$ cat src/rtl/ptl_pkg.sv
package ptl_pkg;

    localparam int PTL_IN   = 18;
    localparam int PTL_SUM  = 20;
    localparam int PTL_FAST = 4;
    localparam int PTL_OUT  = 4;
    localparam int PTL_CTL  = 3;

    // bit positions inside one output configuration slice
    localparam int OC_PTCLK    = 0;
    localparam int OC_REG      = 1;
    localparam int OC_FAST     = 2;
    localparam int OC_MASK_LSB = 3;

    typedef enum logic [1:0] {
        LIT_ANY   = 2'b00,
        LIT_TRUE  = 2'b01,
        LIT_FALSE = 2'b10,
        LIT_NEVER = 2'b11
    } lit_e;

    typedef struct packed {
        logic oe;
        logic clk;
        logic rst;
    } ctl_pt_t;

endpackage

$ cat src/rtl/ptl_cfg_store.sv
module ptl_cfg_store #(
    parameter int TERM_BITS = 972,
    parameter int OUT_BITS  = 92
) (
    input  logic                 clk,
    input  logic                 rst_n,
    input  logic                 load_i,
    input  logic [TERM_BITS-1:0] terms_d_i,
    input  logic [OUT_BITS-1:0]  outs_d_i,
    output logic [TERM_BITS-1:0] terms_q_o,
    output logic [OUT_BITS-1:0]  outs_q_o
);

    always_ff @(posedge clk) begin
        if (!rst_n) begin
            terms_q_o <= '1;   // every field forced to never-true
            outs_q_o  <= '0;
        end else if (load_i) begin
            terms_q_o <= terms_d_i;
            outs_q_o  <= outs_d_i;
        end
    end

endmodule

$ cat src/rtl/ptl_term_array.sv
module ptl_term_array
    import ptl_pkg::*;
#(
    parameter int N_IN    = 18,
    parameter int N_TERMS = 27
) (
    input  logic [N_IN-1:0]           x_i,
    input  logic [N_TERMS*2*N_IN-1:0] cfg_i,
    output logic [N_TERMS-1:0]        pt_o
);

    localparam int TW = 2 * N_IN;

    for (genvar t = 0; t < N_TERMS; t++) begin : g_term
        logic hit;
        always_comb begin
            hit = 1'b1;
            for (int i = 0; i < N_IN; i++) begin
                case (lit_e'(cfg_i[t*TW + 2*i +: 2]))
                    LIT_TRUE:  hit = hit & x_i[i];
                    LIT_FALSE: hit = hit & ~x_i[i];
                    LIT_NEVER: hit = 1'b0;
                    default:   hit = hit;
                endcase
            end
        end
        assign pt_o[t] = hit;
    end

endmodule

$ cat src/rtl/ptl_out_cell.sv
module ptl_out_cell
    import ptl_pkg::*;
#(
    parameter int N_SUM  = 20,
    parameter int N_FAST = 4,
    parameter int IDX    = 0,
    localparam int OW    = N_SUM + OC_MASK_LSB
) (
    input  logic             clk,
    input  logic             rst_n,
    input  logic             ce_i,
    input  logic [N_SUM-1:0] sum_pt_i,
    input  logic             xor_pt_i,
    input  logic             pt_rst_i,
    input  logic             pt_clk_rise_i,
    input  logic [OW-1:0]    cfg_i,
    output logic             dout_o,
    output logic             q_o
);

    logic [N_SUM-1:0] mask;
    logic             fast_v, deep_v, comb_v, tick;

    assign mask   = cfg_i[OC_MASK_LSB +: N_SUM];
    assign fast_v = |sum_pt_i[IDX*N_FAST +: N_FAST];
    assign deep_v = (|(sum_pt_i & mask)) ^ xor_pt_i;
    assign comb_v = cfg_i[OC_FAST] ? fast_v : deep_v;
    assign tick   = ce_i & (cfg_i[OC_PTCLK] ? pt_clk_rise_i : 1'b1);

    always_ff @(posedge clk) begin
        if (!rst_n || pt_rst_i) q_o <= 1'b0;
        else if (tick)          q_o <= comb_v;
    end

    assign dout_o = cfg_i[OC_REG] ? q_o : comb_v;

endmodule

$ cat src/rtl/ptl_cell.sv
module ptl_cell
    import ptl_pkg::*;
#(
    parameter int N_IN   = PTL_IN,
    parameter int N_SUM  = PTL_SUM,
    parameter int N_FAST = PTL_FAST,
    parameter int N_OUT  = PTL_OUT,
    localparam int TW      = 2 * N_IN,
    localparam int N_TERMS = N_SUM + N_OUT + PTL_CTL,
    localparam int OW      = N_SUM + OC_MASK_LSB
) (
    input  logic                    clk,
    input  logic                    rst_n,
    input  logic                    ce_i,
    input  logic [N_IN-1:0]         x_i,
    input  logic                    cfg_load_i,
    input  logic [N_TERMS*TW-1:0]   cfg_terms_i,
    input  logic [N_OUT*OW-1:0]     cfg_outs_i,
    output logic [N_OUT-1:0]        data_o,
    output logic                    oe_o,
    output logic                    pt_rst_o,
    output logic                    pt_clk_o
);

    localparam int XOR_BASE = N_SUM;
    localparam int RST_T    = N_SUM + N_OUT;
    localparam int CLK_T    = RST_T + 1;
    localparam int OE_T     = RST_T + 2;

    logic [N_TERMS*TW-1:0] cfg_terms_q;
    logic [N_OUT*OW-1:0]   cfg_outs_q;
    logic [N_TERMS-1:0]    pt;
    logic [N_OUT-1:0]      q_all;
    ctl_pt_t               ctl;
    logic                  clk_pt_prev;
    logic                  clk_pt_rise;

    ptl_cfg_store #(.TERM_BITS(N_TERMS*TW), .OUT_BITS(N_OUT*OW)) cfg_i (
        .clk       (clk),
        .rst_n     (rst_n),
        .load_i    (cfg_load_i),
        .terms_d_i (cfg_terms_i),
        .outs_d_i  (cfg_outs_i),
        .terms_q_o (cfg_terms_q),
        .outs_q_o  (cfg_outs_q)
    );

    ptl_term_array #(.N_IN(N_IN), .N_TERMS(N_TERMS)) arr_i (
        .x_i   (x_i),
        .cfg_i (cfg_terms_q),
        .pt_o  (pt)
    );

    assign ctl = '{oe: pt[OE_T], clk: pt[CLK_T], rst: pt[RST_T]};

    always_ff @(posedge clk) begin
        if (!rst_n) clk_pt_prev <= 1'b0;
        else        clk_pt_prev <= ctl.clk;
    end
    assign clk_pt_rise = ctl.clk & ~clk_pt_prev;

    for (genvar j = 0; j < N_OUT; j++) begin : g_out
        ptl_out_cell #(.N_SUM(N_SUM), .N_FAST(N_FAST), .IDX(j)) cell_i (
            .clk           (clk),
            .rst_n         (rst_n),
            .ce_i          (ce_i),
            .sum_pt_i      (pt[N_SUM-1:0]),
            .xor_pt_i      (pt[XOR_BASE + j]),
            .pt_rst_i      (ctl.rst),
            .pt_clk_rise_i (clk_pt_rise),
            .cfg_i         (cfg_outs_q[j*OW +: OW]),
            .dout_o        (data_o[j]),
            .q_o           (q_all[j])
        );
    end

    assign oe_o     = ctl.oe;
    assign pt_rst_o = ctl.rst;
    assign pt_clk_o = ctl.clk;

endmodule

$ cat config.mk
export PLATFORM = sky130hd
export DESIGN_NAME = ptl_cell
export DESIGN_NICKNAME = d
export VERILOG_FILES = /design/src/rtl/ptl_pkg.sv /design/src/rtl/ptl_cfg_store.sv /design/src/rtl/ptl_term_array.sv /design/src/rtl/ptl_out_cell.sv /design/src/rtl/ptl_cell.sv
export SDC_FILE = /design/constraint.sdc
export NUM_CORES = 2
export LEC_CHECK = 0
export BUFFER_PORTS_ARGS = -buffer_cell sky130_fd_sc_hd__buf_4
export CAP_MARGIN = 10
export CELL_PAD_IN_SITES_DETAIL_PLACEMENT = 0
export CELL_PAD_IN_SITES_GLOBAL_PLACEMENT = 1
export CORE_AREA = 4 4 424 426
export CTS_CLUSTER_DIAMETER = 60
export DETAILED_ROUTE_END_ITERATION = 8
export DIE_AREA = 0 0 428 430
export HOLD_SLACK_MARGIN = 0.1
export PLACE_DENSITY = 0.74
export SETUP_SLACK_MARGIN = 0.15
export SLEW_MARGIN = 10
export SYNTH_ARGS = -nofsm -noshare
export SYNTH_HDL_FRONTEND = slang
export SYNTH_SLANG_ARGS = --single-unit
$ cat constraint.sdc
create_clock -name clk -period 6.7 [get_ports clk]
set_clock_uncertainty 0.1 [all_clocks]
set_input_delay 0.335 -clock clk [delete_from_list [all_inputs] [get_ports clk]]
set_output_delay 0.335 -clock clk [all_outputs]
set_load 0.02 [all_outputs]
# Word level (Yosys, flattened, before mapping)
# Index checks and enable logic that the tools add are counted.
[totals]
ff_bits = 1069
input_bits = 1086
output_inout_bits = 7
[op_classes]
muxes = 498
n_reduce_logical = 10
n_bitwise = 950
eq_ne = 1458
[op_table]
columns = ["op", "count"]
rows = [
  ["$eq 2x2->1 const B", 972],
  ["$pmux 1 s3", 486],
  ["$eq 2x1->1 const B", 486],
  ["$and 1x1->1", 923],
  ["$and 20x20->20", 4],
  ["$reduce_or 20->1", 4],
  ["$not 1->1", 19],
  ["$reduce_or 4->1", 4],
  ["$mux 1", 12],
  ["$xor 1x1->1", 4],
  ["$logic_not 1->1", 1],
  ["$logic_or 1x1->1", 1],
]

# Longest topological paths before layout
[depth]
word_depth = 41
ltp_mapped = 12
ltp_nobuf = 11

# Hierarchy
# From an unflattened synthesis, not the netlist that was laid out.
[hier_totals]
cells_unflattened = 6588
hier_area_um2 = 62924.1
[modules_own_cells]
columns = ["mod", "n_inst", "cells_per_inst", "area_per_inst_um2", "seq_area_each_um2"]
rows = [
  ["ptl_cfg_store", 1, 3429, 38812.2, 21300.4],
  ["ptl_term_array", 1, 3052, 23221.0, 0.0],
  ["ptl_out_cell at g_out[0].cell_i ...", 2, 26, 210.2, 20.0],
  ["ptl_out_cell at g_out[2].cell_i", 1, 26, 216.5, 20.0],
  ["ptl_out_cell at g_out[1].cell_i", 1, 26, 214.0, 20.0],
  ["ptl_cell", 1, 3, 40.0, 20.0],
]

# Worst setup path after synthesis
# OpenSTA, ideal clock, no wires.
[synth_timing]
kind = "input -> output"
start = "input port x_i[1]"
end = "output port data_o[1]"
required_time_ps = 6265
path_stages = 12
path_slack_ps = 3774
t_arrival_ps = 2491
cell_sequence = "buf_4 buf_6 xor2_1 a21oi_1 nor4_1 nand3_1 nor4_4 nor3_1 and4_1 or4_1 a21oi_1 buf_4"
[synth_via]
elab_chain_len = 40
word_cells_on_any_way = 1078
[synth_lines]
columns = ["element", "line", "text"]
rows = [
  ["start: declaration", "ptl_cell.sv:15", "input logic [N_IN-1:0] x_i,"],
  ["$not 1->1", "ptl_term_array.sv:21", "LIT_FALSE: hit = hit & ~x_i[i];"],
  ["$and 1x1->1", "ptl_term_array.sv:21", ""],
  ["$pmux 1 s3", "ptl_term_array.sv:19", "case (lit_e'(cfg_i[t*TW + 2*i +: 2]))"],
  ["$and 1x1->1, on equally long branches", "ptl_term_array.sv:21, ptl_term_array.sv:20", ""],
  ["$pmux 1 s3", "ptl_term_array.sv:19", ""],
  ["$and 1x1->1, on equally long branches", "ptl_term_array.sv:21, ptl_term_array.sv:20", ""],
  ["$pmux 1 s3", "ptl_term_array.sv:19", ""],
  ["$and 1x1->1, on equally long branches", "ptl_term_array.sv:21, ptl_term_array.sv:20", ""],
  ["[24 not listed]", "-", ""],
  ["$pmux 1 s3", "ptl_term_array.sv:19", ""],
  ["$and 1x1->1, on equally long branches", "ptl_term_array.sv:21, ptl_term_array.sv:20", ""],
  ["$pmux 1 s3", "ptl_term_array.sv:19", ""],
  ["$and 20x20->20", "ptl_out_cell.sv:26", "assign deep_v = (|(sum_pt_i & mask)) ^ xor_pt_i;"],
  ["$reduce_or 20->1", "ptl_out_cell.sv:26", ""],
  ["$xor 1x1->1", "ptl_out_cell.sv:26", ""],
  ["$mux 1 (*)", "ptl_out_cell.sv:27", "assign comb_v = cfg_i[OC_FAST] ? fast_v : deep_v;"],
  ["$mux 1 (*)", "ptl_out_cell.sv:35", "assign dout_o = cfg_i[OC_REG] ? q_o : comb_v;"],
  ["end: declaration", "ptl_cell.sv:19", "output logic [N_OUT-1:0] data_o,"],
]
# Every way passes the cells marked *; elsewhere a longest branch is shown, timed or not.

# Worst setup path in the final report
[layout_timing]
start = "register cfg_i.terms_q_o[572]"
end = "output port data_o[1]"
[layout_via]
elab_chain_len = 9
word_cells_on_any_way = 12
[layout_lines]
columns = ["element", "line", "text"]
rows = [
  ["start: declaration", "ptl_cfg_store.sv:10", "output logic [TERM_BITS-1:0] terms_q_o,"],
  ["start signal: assignment", "ptl_cfg_store.sv:19", "terms_q_o <= terms_d_i;"],
  ["$eq 2x2->1 / $eq 2x1->1 (equally long branches)", "ptl_term_array.sv:19", ""],
  ["$pmux 1 s3 (*)", "ptl_term_array.sv:19", ""],
  ["$and 1x1->1, on equally long branches", "ptl_term_array.sv:21, ptl_term_array.sv:20", ""],
  ["$pmux 1 s3 (*)", "ptl_term_array.sv:19", ""],
  ["$and 20x20->20 (*)", "ptl_out_cell.sv:26", ""],
  ["$reduce_or 20->1 (*)", "ptl_out_cell.sv:26", ""],
  ["$xor 1x1->1 (*)", "ptl_out_cell.sv:26", ""],
  ["$mux 1 (*)", "ptl_out_cell.sv:27", ""],
  ["$mux 1 (*)", "ptl_out_cell.sv:35", ""],
]
# Marks and branches as above.

==> results.py <==
metrics = {
    "flow_run": {
        "maxCapViolCount": 0,
    },
    "synth": {
        "synth_area_leader_cell": "dfxtp_1",
        "synth-main-ff-cell": "dfxtp_1",
        "syn-num-nets": 8787,
        "synth-xor-area-share_pct": 6.71,
        "synth-simple-area-share_pct": 10.4,
        "synth-adder-area-share_pct": 19.2,
        "yosysWarnings": 0,
        "synth_top_family_by_area": "adder cells",
        "synth-seq-cells": 1069,
        "synth_compound_area_share_pct": 16.4,
        "syn_area_um2": 59900,
        "synth-edff-count": 0,
        "netlist.area_leader.share_pct": 35.7,
        "synthDistinctLibCells": 46,
        "synth_mux_area_share_pct": 2.51,
        "synthTopCellsByArea": "dfxtp_1, ha_1, o211ai_1",
        "syn_area_per_cell_um2": 8.83,
        "synth_seq_area_share_pct": 35.7,
        "async_flop_share_pct": 0,
        "netlist_instances": 6783,
    },
    "detailed_routing": {
        "wl_per_cell_um": 22.4,
        "vias": 56000,
        "drtAntennaViolNets": 0,
        "firstDrtPassIters": 6,
        "drt-vias-per-instance": 4.92,
        "wirelength_mm": 255,
        "drt_iter0_markers": 3594,
        "drt_drc_violations_left": 0,
    },
    "global_routing": {
        "antenna_found_initial": 63,
        "overflow": 0,
        "grt_pass1_vias": 57800,
        "grt_max_degree": 219,
        "grt_pass1_wl_mm": 372,
        "grtUsageTotal_pct": 26.8,
    },
    "worst_setup_path": {
        "critPathRequiredTime_ps": 6260,
        "cp_data_arrival_time_ps": 4990,
        "start_kind": "flop",
        "crit_path_start": "cfg_i.terms_q_o[572]$_SDFFE_PN1P_",
        "worstRegToRegCells": 11,
        "critPathKind": "flop to primary output",
        "reg2reg_slack_ps": 3070,
        "end_kind": "primary output",
        "r2r_end": "g_out[2].cell_i.q_o$_SDFFE_PP0P_",
        "cp_max_fo": 5,
        "r2r_start": "cfg_i.terms_q_o[398]$_SDFFE_PN1P_",
    },
    "timing": {
        "final.setup.worst_slack_ps": 1270,
        "finalSetupViolCount": 0,
        "min_period_ps": 5430,
        "tns_ps": 0,
        "worst_slew_pin_slew_ps": 1280,
        "slew_headroom_pct": 14.6,
        "period_share_pct": 81.0,
        "final-max-slew-violation-count": 0,
        "fmax_mhz": 184,
        "rsz0062_at_grt": "no",
        "hold_viol_final": 0,
    },
    "final_layout": {
        "drive_gt1_share_pct": 15.6,
        "final_nets": 10900,
        "fin_util_pct": 49.3,
        "postLayoutCellArea_um2": 86700,
        "area_growth_pct": 44.6,
        "layout.cells.non_filler": 11400,
    },
    "worst_hold_path": {
        "min_to": "cfg_i.terms_q_o[329]$_SDFFE_PN1P_",
        "timing.hold.worst_path_depth": 3,
        "min_from": "cfg_load_i",
        "hp-class": "primary input to flop",
    },
    "place": {
        "dp_hpwl_mm": 184,
        "port_buffers": 1092,
        "place_inst": 9882,
        "place_ws_ps": 1530,
        "gp_congestion": 0.905,
        "dpl_cell_area_um2": 69900,
    },
    "die": {
        "die_w_um": 428,
        "dieArea_um2": 184000,
        "io-pin-count": 1093,
        "die_y_um": 430,
        "rows": 154,
        "core_um2": 176000,
        "start_util_pct": 34.1,
    },
    "clock_tree": {
        "clkTransAtPathRegs_ps": 50,
        "cts_buffer_depth": 3,
        "cts_num_sinks": 1069,
        "tritoncts": "yes",
        "cts_buffers": 139,
        "htreeDepth": 4,
        "clk_latency_ps": 790,
        "cts_root_buf": "clkbuf_16",
    },
    "outcome": {
        "status": "complete, no violations",
    },
    "power_and_ir_drop": {
        "irDropWorstVdd_v": 0.000208,
        "p_leak_nw": 44.0,
        "powerDensity_nw_per_um2": 210,
    },
}
==> cells in the final DEF (no fill, tap or decap), types with 142 or more instances in the layout <==
cell,n
dlygate4sd3_1,1208
clkbuf_16,142
dfxtp_1,1069
ha_1,918
xor2_1,459
o211ai_1,923
nand2_1,992
inv_1,937
mux2i_1,146
a21oi_1,464
buf_4,1138
==> worst max path at each step <==
stage,cells past startpoint,end,slack (ps)
after floorplan,12,data_o[1],3770
after global placement,12,data_o[1],1520
after detailed placement,12,data_o[1],1530
after CTS,12,data_o[1],1120
after global routing,12,data_o[1],930
final,12,data_o[1],1270
==> flip-flops by register name, summed over array words and instances (netlist names) <==
signal            cells
g_out.cell_i.q_o      4
clk_pt_prev           1
cfg_i.terms_q_o     972
cfg_i.outs_q_o       92
==> through the flow <==
stage	total power, mW	hold WS [ps]
CTS	18.3	100
global placement	9.99	349
finish	18.2	134
global route	19.0	121
detailed placement	10.1	352
floorplan	8.78	333
==> layer usage <==
layer	wire, um	up-vias	GRT usage, %
met5	70	-	0
li1	-	27000	-
met3	12500	696	4.52
met4	18500	10	17.4
met2	123000	1873	45.8
met1	101000	26400	30.8
==> worst max-delay path, stage by stage (launching register included) <==
cell     delay [ps]
dfxtp_1         310
inv_1            60
ha_1            210
xor2_1          140
a21oi_1         260
nor4_1          120
nand3_1         400
o22ai_1         240
nor4_1          910
nor2_1          120
or4_1           450
a21oi_1         710
buf_4           280
==> synth_stat cells (2+ instances only) <==
| master | count |
|---|---|
| dfxtp_1 | 1069 |
| nand2_1 | 992 |
| inv_1 | 937 |
| o211ai_1 | 923 |
| ha_1 | 918 |
| a21oi_1 | 464 |
| xor2_1 | 459 |
| clkbuf_1 | 302 |
| mux2i_1 | 146 |
| nor2b_1 | 116 |
| nand3_1 | 88 |
| nor4_1 | 87 |
| buf_1 | 39 |
| o22ai_1 | 35 |
| buf_6 | 32 |
| a211oi_1 | 26 |
| nor4_2 | 24 |
| nor2_1 | 21 |
| nor3_1 | 15 |
| buf_4 | 10 |
| or4_1 | 10 |
| buf_8 | 7 |
| nand4_1 | 7 |
| buf_12 | 6 |
| nand2b_1 | 6 |
| and2_1 | 4 |
| mux2_2 | 4 |
| nor3b_1 | 4 |
| o32a_1 | 4 |
| o31ai_1 | 3 |
| a2111oi_0 | 2 |
| a22oi_1 | 2 |
| a31oi_1 | 2 |
| and3_1 | 2 |
| and3b_1 | 2 |
| and4_1 | 2 |
| buf_2 | 2 |
| nor4_4 | 2 |
| o32ai_1 | 2 |
==> final cells by class <==
type	count	area, um^2
repair buffers	2365	21000
multi-input cells	4379	33100
fillers	16000	89100
well taps	2340	2930
inverters	937	3520
clock inverters	45	588
clock buffers	192	3980
diodes	50	125
flip-flops and latches	1069	21400
==> power by group <==
group | leakage, nW | internal [mW] | switching, mW
Clock | 2.25 | 4.57 | 3.05
Combinational | 32.9 | 1.70 | 1.88
Sequential | 8.91 | 6.80 | 0.187
Total | 44.0 | 13.1 | 5.12
==> timing repair <==
item | in CTS | in global routing
hold endpoints to repair | 1069 | 0
resized for setup | 0 | 0
hold buffers | 1208 | 0
endpoints found under the setup margin | 0 | 0
setup buffers | 0 | 0
==> kinds of logic (layout without fill, tap and decap cells) <==
| family | after synthesis | in the layout |
|---|---|---|
| flops | 1069 | 1069 |
| fa+ha+maj | 918 | 918 |
| buf+inv | 1335 | 3539 |
| compound gates | 1465 | 1465 |
| xor+xnor | 459 | 459 |
| other cells | 0 | 50 |
| mux | 150 | 150 |
| simple gates | 1387 | 1387 |
No activity file was read; power rests on OpenSTA's default activity.
